File: src/rtl/opa_pkg.sv
// Shared types for the operand address unit.
// Assumes a 16-entry register file: indices 0-7 data, 8-15 address.
package opa_pkg;
    localparam int REG_IDX_W = 4;

    typedef enum logic [3:0] {
        AM_DREG, AM_AREG, AM_IND, AM_POST, AM_PRE, AM_DISP, AM_INDEX,
        AM_ABSW, AM_ABSL, AM_PCDISP, AM_PCINDEX, AM_IMM, AM_BAD
    } amode_t;

    typedef enum logic [1:0] {LOC_REG, LOC_MEM, LOC_IMM, LOC_BAD} loc_t;

    typedef enum logic [2:0] {ST_IDLE, ST_BASE, ST_EXT1, ST_EXT2, ST_INDEX} state_t;
endpackage

File: src/rtl/opa_mode_map.sv
// Maps the mode and register fields onto one of twelve addressing modes
// (mode 7 expands by its register field) and derives fetch needs.
// Assumes size codes 2 and 3 both mean long.
module opa_mode_map
    import opa_pkg::*;
(
    input  logic [2:0]           mode,
    input  logic [2:0]           regf,
    input  logic [1:0]           size,
    output amode_t               am,
    output logic [REG_IDX_W-1:0] base_idx,
    output logic                 two_words,
    output logic                 is_index,
    output logic                 pc_based
);
    // Expand the extended group and classify the result.
    always_comb begin
        if (mode != 3'd7) begin
            am = amode_t'({1'b0, mode});
        end else begin
            case (regf)
                3'd0:    am = AM_ABSW;
                3'd1:    am = AM_ABSL;
                3'd2:    am = AM_PCDISP;
                3'd3:    am = AM_PCINDEX;
                3'd4:    am = AM_IMM;
                default: am = AM_BAD;
            endcase
        end
        base_idx  = {(mode != 3'd0), regf};
        two_words = (am == AM_ABSL) || ((am == AM_IMM) && size[1]);
        is_index  = (am == AM_INDEX) || (am == AM_PCINDEX);
        pc_based  = (am == AM_PCDISP) || (am == AM_PCINDEX);
    end
endmodule

File: src/rtl/opa_size_step.sv
// Produces the incremented and decremented register values for the
// auto-update modes; the step is 4 for long operands, 2 otherwise.
module opa_size_step #(
    parameter int AW = 32
) (
    input  logic [1:0]    size,
    input  logic [AW-1:0] base,
    output logic [AW-1:0] inc_val,
    output logic [AW-1:0] dec_val
);
    logic [AW-1:0] step;

    // Size-dependent step and both adjusted values.
    always_comb begin
        step    = size[1] ? AW'(4) : AW'(2);
        inc_val = base + step;
        dec_val = base - step;
    end
endmodule

File: src/rtl/opa_index_add.sv
// Sums base, index register and 8-bit offset from an index extension word.
// Assumes AW > EW and that the index register value arrives on idx_val.
module opa_index_add #(
    parameter int AW = 32,
    parameter int EW = 16
) (
    input  logic [AW-1:0] base,
    input  logic [EW-1:0] ext_word,
    input  logic [AW-1:0] idx_val,
    output logic [AW-1:0] ea
);
    logic [AW-1:0] idx_ext;
    logic [AW-1:0] off_ext;

    // Select index width by bit 11 and sign-extend the low-byte offset.
    always_comb begin
        idx_ext = ext_word[11] ? idx_val : {{(AW-EW){idx_val[EW-1]}}, idx_val[EW-1:0]};
        off_ext = {{(AW-8){ext_word[7]}}, ext_word[7:0]};
        ea      = base + idx_ext + off_ext;
    end
endmodule

File: src/rtl/opaddr_unit.sv
// Operand address unit: sequences base register read, up to two
// extension word fetches and an index register read, then presents a
// held result with a one-cycle done pulse.
// Assumes a combinational register read port and a request/ack word port.
module opaddr_unit
    import opa_pkg::*;
#(
    parameter int AW = 32,
    parameter int EW = 16
) (
    input  logic                 clk,
    input  logic                 rst_n,
    input  logic                 start,
    input  logic [2:0]           mode_i,
    input  logic [2:0]           regf_i,
    input  logic [1:0]           size_i,
    input  logic [AW-1:0]        pc_i,
    output logic                 ext_req,
    output logic [AW-1:0]        ext_addr,
    input  logic                 ext_ack,
    input  logic [EW-1:0]        ext_data,
    output logic [REG_IDX_W-1:0] rf_idx,
    input  logic [AW-1:0]        rf_data,
    output logic                 done,
    output logic [1:0]           loc,
    output logic [REG_IDX_W-1:0] reg_idx,
    output logic [AW-1:0]        addr,
    output logic [AW-1:0]        imm,
    output logic                 wb_en,
    output logic [REG_IDX_W-1:0] wb_idx,
    output logic [AW-1:0]        wb_val,
    output logic [AW-1:0]        pc_next
);
    localparam logic [AW-1:0] WORD_BYTES = AW'(EW / 8);

    state_t               st, nxt;
    logic [2:0]           mode_q, regf_q;
    logic [1:0]           size_q;
    logic [AW-1:0]        pc_q, base_q;
    logic [EW-1:0]        w1_q;
    amode_t               am;
    logic [REG_IDX_W-1:0] base_idx;
    logic                 two_words, is_index, pc_based;
    logic [AW-1:0]        inc_val, dec_val, idx_ea, pc_step, ext_sx;
    loc_t                 loc_q;

    logic                 fin, f_wb, cap_base, cap_w1, pc_adv;
    loc_t                 f_loc;
    logic [REG_IDX_W-1:0] f_reg;
    logic [AW-1:0]        f_addr, f_imm, f_wbv, f_pc;

    opa_mode_map u_map (
        .mode(mode_q), .regf(regf_q), .size(size_q), .am(am),
        .base_idx(base_idx), .two_words(two_words),
        .is_index(is_index), .pc_based(pc_based)
    );

    opa_size_step #(.AW(AW)) u_step (
        .size(size_q), .base(rf_data), .inc_val(inc_val), .dec_val(dec_val)
    );

    opa_index_add #(.AW(AW), .EW(EW)) u_idx (
        .base(base_q), .ext_word(w1_q), .idx_val(rf_data), .ea(idx_ea)
    );

    assign pc_step  = pc_q + WORD_BYTES;
    assign ext_sx   = {{(AW-EW){ext_data[EW-1]}}, ext_data};
    assign ext_addr = pc_q;
    assign rf_idx   = (st == ST_INDEX) ? w1_q[EW-1 -: REG_IDX_W] : base_idx;
    assign loc      = loc_q;

    // Next state, fetch request and the result to commit on finish.
    always_comb begin
        nxt      = st;
        fin      = 1'b0;
        f_loc    = LOC_MEM;
        f_reg    = '0;
        f_addr   = '0;
        f_imm    = '0;
        f_wb     = 1'b0;
        f_wbv    = '0;
        f_pc     = pc_q;
        cap_base = 1'b0;
        cap_w1   = 1'b0;
        pc_adv   = 1'b0;
        ext_req  = 1'b0;
        case (st)
            ST_IDLE: begin
                if (start) nxt = ST_BASE;
            end
            ST_BASE: begin
                case (am)
                    AM_DREG, AM_AREG: begin
                        fin   = 1'b1;
                        f_loc = LOC_REG;
                        f_reg = base_idx;
                    end
                    AM_IND: begin
                        fin    = 1'b1;
                        f_addr = rf_data;
                    end
                    AM_POST: begin
                        fin    = 1'b1;
                        f_addr = rf_data;
                        f_wb   = 1'b1;
                        f_wbv  = inc_val;
                    end
                    AM_PRE: begin
                        fin    = 1'b1;
                        f_addr = dec_val;
                        f_wb   = 1'b1;
                        f_wbv  = dec_val;
                    end
                    AM_BAD: begin
                        fin   = 1'b1;
                        f_loc = LOC_BAD;
                    end
                    default: begin
                        cap_base = 1'b1;
                        nxt      = ST_EXT1;
                    end
                endcase
            end
            ST_EXT1: begin
                ext_req = 1'b1;
                if (ext_ack) begin
                    cap_w1 = 1'b1;
                    pc_adv = 1'b1;
                    f_pc   = pc_step;
                    if (two_words) begin
                        nxt = ST_EXT2;
                    end else if (is_index) begin
                        nxt = ST_INDEX;
                    end else begin
                        fin = 1'b1;
                        case (am)
                            AM_ABSW: f_addr = ext_sx;
                            AM_IMM: begin
                                f_loc = LOC_IMM;
                                f_imm = (size_q == 2'd0) ? AW'(ext_data[7:0]) : AW'(ext_data);
                            end
                            default: f_addr = base_q + ext_sx;
                        endcase
                    end
                end
            end
            ST_EXT2: begin
                ext_req = 1'b1;
                if (ext_ack) begin
                    pc_adv = 1'b1;
                    f_pc   = pc_step;
                    fin    = 1'b1;
                    if (am == AM_IMM) begin
                        f_loc = LOC_IMM;
                        f_imm = AW'({w1_q, ext_data});
                    end else begin
                        f_addr = AW'({w1_q, ext_data});
                    end
                end
            end
            ST_INDEX: begin
                fin    = 1'b1;
                f_addr = idx_ea;
            end
            default: nxt = ST_IDLE;
        endcase
        if (fin) nxt = ST_IDLE;
    end

    // Sequencer state, captured fields and held results.
    always_ff @(posedge clk) begin
        if (!rst_n) begin
            st      <= ST_IDLE;
            done    <= 1'b0;
            wb_en   <= 1'b0;
            mode_q  <= '0;
            regf_q  <= '0;
            size_q  <= '0;
            pc_q    <= '0;
            base_q  <= '0;
            w1_q    <= '0;
            loc_q   <= LOC_REG;
            reg_idx <= '0;
            addr    <= '0;
            imm     <= '0;
            wb_idx  <= '0;
            wb_val  <= '0;
            pc_next <= '0;
        end else begin
            st    <= nxt;
            done  <= fin;
            wb_en <= fin & f_wb;
            if (st == ST_IDLE && start) begin
                mode_q <= mode_i;
                regf_q <= regf_i;
                size_q <= size_i;
                pc_q   <= pc_i;
            end
            if (pc_adv) pc_q <= pc_step;
            if (cap_base) base_q <= pc_based ? pc_q : rf_data;
            if (cap_w1) w1_q <= ext_data;
            if (fin) begin
                loc_q   <= f_loc;
                reg_idx <= f_reg;
                addr    <= f_addr;
                imm     <= f_imm;
                wb_idx  <= base_idx;
                wb_val  <= f_wbv;
                pc_next <= f_pc;
            end
        end
    end
endmodule

File: config.mk
export PLATFORM = sky130hd
export DESIGN_NAME = opaddr_unit
export DESIGN_NICKNAME = d
export VERILOG_FILES = /design/src/rtl/opa_pkg.sv /design/src/rtl/opa_mode_map.sv /design/src/rtl/opa_size_step.sv /design/src/rtl/opa_index_add.sv /design/src/rtl/opaddr_unit.sv
export SDC_FILE = /design/constraint.sdc
export NUM_CORES = 1
export LEC_CHECK = 0
export BUFFER_PORTS_ARGS = -buffer_cell sky130_fd_sc_hd__buf_2
export CAP_MARGIN = 0
export CORE_MARGIN = 2
export CORE_UTILIZATION = 50
export DETAILED_ROUTE_END_ITERATION = 6
export GPL_ROUTABILITY_DRIVEN = 1
export GPL_TIMING_DRIVEN = 0
export PLACE_DENSITY_LB_ADDON = 0.15
export SLEW_MARGIN = 20
export SYNTH_ARGS = -nofsm -noshare
export SYNTH_HDL_FRONTEND = slang
export SYNTH_SLANG_ARGS = --single-unit
File: constraint.sdc
create_clock -name clk -period 5.6 [get_ports clk]
set_clock_uncertainty 0.2 [all_clocks]
set_input_delay 0.28 -clock clk [delete_from_list [all_inputs] [get_ports clk]]
set_output_delay 0.28 -clock clk [all_outputs]
set_load 0.02 [all_outputs]
==> results of run 1 <==
## power breakdown
part / switching [W] / internal (W)
logic: 0.000623 / 0.000308
registers: 0.0000651 / 0.00171
clock network: 0.000756 / 0.00114
total: 0.00144 / 0.00316
## worst register-to-register path: stages (launching register included)
cell and delay [ns]:
dfxtp_1 0.58, fa_1 0.50, ha_1 0.25, fa_1 0.50
a211oi_1 0.30, o21bai_1 0.19, o41ai_4 0.40, o211ai_2 0.24
a31oi_2 0.35, xnor2_1 0.11, a222oi_1 0.39, o22ai_1 0.20
nand2b_1 0.21
## registers in the layout, indices dropped and copies added (netlist names)
name / cells
base_q: 32
ext_addr: 32
mode_q: 3
imm: 32
st: 3
size_q: 2
reg_idx: 4
wb_val: 32
pc_next: 32
regf_q: 3
wb_idx: 4
done: 1
addr: 32
loc: 2
w1_q: 16
wb_en: 1
## cell type report
cell class	instances	share of cell area, %
diodes	1	0.01288
plain buffers	164	3.543
clock buffers	38	3.949
clock inverters	12	0.9534
inverters	23	0.4445
multi-input cells	1599	54.80
flip-flops and latches	231	23.82
well taps	402	2.590
repair buffers	321	9.895
## layout by cell type (no fill, tap or decap), types with 33 or more instances in the layout
cell type	n
fa_1	35
o21ai_0	129
nor2_1	144
dfxtp_1	230
a22o_1	42
xnor2_1	58
nand3_1	57
clkbuf_1	124
nand2_1	276
a211oi_1	41
a31oi_1	34
a21oi_1	155
ha_1	66
mux2i_1	33
xor2_1	38
nor3_1	47
buf_2	288
dlygate4sd3_1	60
nor2b_1	33
## per-stage QoR
step / hold slack, ns / std cells / utilization [%] / setup slack, ns
after global placement: 0.2323 / 2679 / 56.53 / 0.5135
after global routing: 0.04408 / 2790 / 61.54 / 0.9896
after floorplan: 0.2055 / 2017 / - / 1.373
final: 0.009639 / 2791 / 61.55 / 1.075
after detailed placement: 0.2369 / 2680 / 56.60 / 1.216
after CTS: 0.001489 / 2790 / 61.52 / 1.206
## worst max-delay path by stage
stage / start / slack, ns / depth (start not counted) / to
after floorplan: w1_q[7] / 1.37 / 11 / addr[27]
after global placement: w1_q[7] / 0.51 / 11 / addr[28]
after detailed placement: w1_q[1] / 1.22 / 12 / addr[29]
after CTS: w1_q[1] / 1.21 / 12 / addr[23]
after global routing: w1_q[11] / 0.99 / 13 / addr[23]
final: w1_q[1] / 1.07 / 12 / addr[23]
## cell families after synthesis
kind of cell	share of synthesized area (%)
AOI/OAI and AO/OA	28.88
xor gates and xnor gates	5.244
adders and majority gates	9.520
buffers and inverters	4.822
DFF	28.84
muxes	2.130
and+or+nand+nor	20.56
## layer usage
metal | vias to the layer above | track usage [%] | share of wire [%]
met5 | - | 0 | 0
met4 | 0 | 23.33 | 6.2
met3 | 212 | 11.70 | 12
met2 | 1062 | 63.58 | 43
met1 | 8413 | 51.76 | 39
li1 | 8115 | - | -
## timing repair
| item | CTS | global route |
|---|---|---|
| endpoints found under the hold margin | 90 | 0 |
| resized for setup | 0 | 0 |
| hold buffers | 60 | 0 |
==> flow_summary.ini, run 1 <==
[status]
status = complete, but fails checks
violations = DRC

[sta]
max_freq_mhz = 221.0
rsz0062_at_grt = false
period_minus_slack_ns = 4.525
setup_violations = 0
maxSlewViolCount = 0
worst_slew_pin_slew_ns = 1.171
finalHoldViolations = 0
setup_tns_ns = 0
slew-limit-headroom_pct = 21.51
period_share_pct = 80.81

[synth]
synth-main-ff-cell = dfxtp_1
synth.top_cell.area_share_pct = 28.84
netlist_top_cells_area = dfxtp_1 (29%), nand2_1 (6.5%), ha_1 (5.2%)
netlist_area_um2 = 16030
synth.most_common_cell = nand2_1
ys_seq_area_share_pct = 28.84
netlist_instances = 2017
ys_ff_latch = 231
yosys-top-cells-count = nand2_1 (276), dfxtp_1 (231), a21oi_1 (155)
ys_warn_count = 0
syn_area_per_cell_um2 = 7.949
synth_area_leader_cell = dfxtp_1
syn-num-nets = 2210
yosysUniqueCellTypes = 83
synthArstFlopShare_pct = 0
synth_edf_count = 0

[routing]
wirelength_um = 70930
vias_per_cell = 6.378
drt.antenna.violating_nets = 0
drc = 4
vias = 17802
first_pass_iters = 7
wl_per_cell_um = 25.41
drt_iter0_drc = 1770

[global_routing]
track_usage_pct = 41.21
grt_pass1_vias = 17099
grt_max_degree = 23
overflow = 0
grt_pass1_wl_um = 104000
antenna_found_initial = 1

[worst_setup_path]
start_kind = flip-flop
r2r_start = w1_q[1]
crit_required_ns = 5.85
path_class = reg2reg
reg2reg_slack_ns = 1.07
reg2reg_depth = 12
critPathTopFamily = compound AO/OA/AOI/OAI gates
cpMaxStageDelayCell = dfxtp_1
r2r_end = addr[23]
slowest_delay_ns = 0.58
cp-end-kind = flip-flop
path_buf_inv = 0
cp_max_fo = 5
crit_top_cell = fa_1
crit_chain = fa_1 > ha_1 > fa_1 > a211oi_1 > o21bai_1 > o41ai_4 > o211ai_2 > a31oi_2 > xnor2_1 > a222oi_1 > o22ai_1 > nand2b_1
crit_arrival_ns = 4.77

[power]
power.total_w = 0.004606
ir_worst_vdd_uv = 269.5
p_leak_nw = 8.441
p_per_area_nw_per_um2 = 237.2

[place]
gp_congestion = 1.003
hpwl_um = 54590
port-buffer-count = 260
placed_cell_area_um2 = 17860

[clock_network]
cts.sinks = 231
clk_pin_slew_ns = 0.06
clk_latency_ns = 0.56
cts_tree = done
cts_buffers = 27
cts_max_path_buffers = 3
cts-root-buf = clkbuf_16
htree_num_levels = 1
cts_setup_buffers = 0

[floorplan]
core_area_um2 = 31560
die_w_um = 183.1
die_h_um = 183.1
floorplan.initialDensity_pct = 50.81
die-area_um2 = 33520
ioPinCount = 269
fp-row-count = 65

[min_path]
min_from = rf_data[31]
hold_class = in2reg
hold_path_depth = 4
min_to = base_q[31]

[run]
drv_cap = 0

[layout]
seqCellArea_um2 = 4626
layout-drive-gt1-share_pct = 16.04
area_growth_pct = 21.13
num-fill-cells = 2841
design_area_um2 = 19420
nets = 2560
multi_input_area_um2 = 10640
(Power assumes the default switching activity.)
==> inputs of run 2 (changes only) <==
==> constraint.sdc (replaced) <==
create_clock -name clk -period 4.5 [get_ports clk]
set_clock_uncertainty 0.2 [all_clocks]
set_input_delay 0.225 -clock clk [delete_from_list [all_inputs] [get_ports clk]]
set_output_delay 0.225 -clock clk [all_outputs]
set_load 0.02 [all_outputs]
==> flow_summary.ini, run 2 (synthesis gave the netlist of run 1 again) <==
[sta]
worst_slew_pin_slew_ns = 1.185
period_minus_slack_ns = 4.362
setup_violations = 0
period_share_pct = 96.93
slew-limit-headroom_pct = 20.55
max_freq_mhz = 229.3
maxSlewViolCount = 0
finalHoldViolations = 0
rsz0062_at_grt = false

[global_routing]
overflow = 0
grt_max_degree = 23
grt_pass1_vias = 17135
antenna_found_initial = 2
grt_pass1_wl_um = 104200
track_usage_pct = 41.26

[routing]
vias = 17774
drt_iter0_drc = 1717
first_pass_iters = 6
wl_per_cell_um = 25.41
drt.antenna.violating_nets = 0
drc = 0
vias_per_cell = 6.357
wirelength_um = 71030

[layout]
design_area_um2 = 19470
layout-drive-gt1-share_pct = 16.10
final_cell_mix = buf_2 (288), nand2_1 (276), dfxtp_1 (229)
final_cells = 2796
area_growth_pct = 21.41
nets = 2564
final_common_cell = buf_2

[run]
drv_cap = 0

[status]
status = finished, final reports clean

[worst_setup_path]
crit_arrival_ns = 4.61
path_class = reg2reg
crit_required_ns = 4.75
start_kind = flip-flop
cp-end-kind = flip-flop
cp_max_fo = 10

[clock_network]
clk_pin_slew_ns = 0.06
cts.sinks = 231
cts-root-buf = clkbuf_16
clk_latency_ns = 0.56
cts_buffers = 27
cts_tree = done
cts_setup_buffers = 0
htree_num_levels = 1
cts_max_path_buffers = 3

[floorplan]
die_w_um = 183.1
fp-row-count = 65
die_h_um = 183.1
core_area_um2 = 31560
ioPinCount = 269
die-area_um2 = 33520
floorplan.initialDensity_pct = 50.81

[place]
placed_cell_area_um2 = 17860
dp.cells = 2680
hpwl_um = 54590
gp_congestion = 1.003
port-buffer-count = 260

[power]
ir_worst_vdd_uv = 338.1
p_per_area_nw_per_um2 = 294.7
p_leak_nw = 8.462

[min_path]
hold_class = in2reg
[run 2: area by class of cell]
cell class | count | area, um2
fillers | 2844 | 12090
multi-input cells | 1599 | 10640
flip-flops and latches | 231 | 4627
repair buffers | 325 | 1962
clock buffers | 38 | 767.0
plain buffers | 164 | 689.4
well taps | 402 | 503.0
clock inverters | 12 | 185.2
inverters | 23 | 86.33
diodes | 2 | 5.005
[run 2: path summary, 6_finish.rpt]
check	startpoint	endpoint	slack, ns	depth (start not counted)
hold reg to reg	wb_val[16]	wb_val[16]	0.26	1
setup reg to reg	w1_q[11]	addr[23]	0.14	13
setup / recovery	w1_q[11]	addr[23]	0.14	13
hold / removal	start	st[2]	0.02	5
[run 2: metrics by stage]
stage	worst slack (ns)	TNS (ns)	hold slack [ns]	power (W)	utilization, %
6_report	0.1380	0	0.02386	0.005737	61.69
3_5_place_dp	0.1164	0	0.2369	0.003324	56.60
5_1_grt	0.01192	0	0.04580	0.005899	61.69
3_3_place_gp	-0.5865	-4.230	0.2323	0.003315	56.53
4_1_cts	0.1060	0	0.006753	0.005699	61.65
2_1_floorplan	0.2728	0	0.1505	0.002888	-
[run 2: per-layer routing]
metal	global-route usage [%]	vias up	part of all wire, %
met5	0	-	0.018
met4	23.23	2	6.4
met3	11.74	234	12
met2	63.73	1043	43
met1	51.79	8389	39
li1	-	8106	-
[run 2: what timing repair did]
item | 4_1_cts | 5_1_grt
endpoints found under the hold margin | 98 | 0
hold buffers | 64 | 0
resized for setup | 0 | 3
setup endpoints to repair | 0 | 3
[run 2: worst max-delay path: stages (launching register included)]
cell,delay (ns)
dfxtp_1,0.41
nand2b_1,0.13
clkbuf_1,0.26
clkbuf_1,0.37
nand2_1,0.13
fa_1,0.45
ha_1,0.37
and3_1,0.30
a311o_1,0.39
a31oi_2,0.28
xnor2_1,0.11
a222oi_1,0.42
o22ai_1,0.21
nand2b_1,0.21
[run 2: where the power goes]
part / leakage [nW] / internal (W) / switching, W
combinational: 6.12 / 0.000386 / 0.000775
clock: 0.466 / 0.00142 / 0.000943
sequential: 1.88 / 0.00213 / 0.0000809
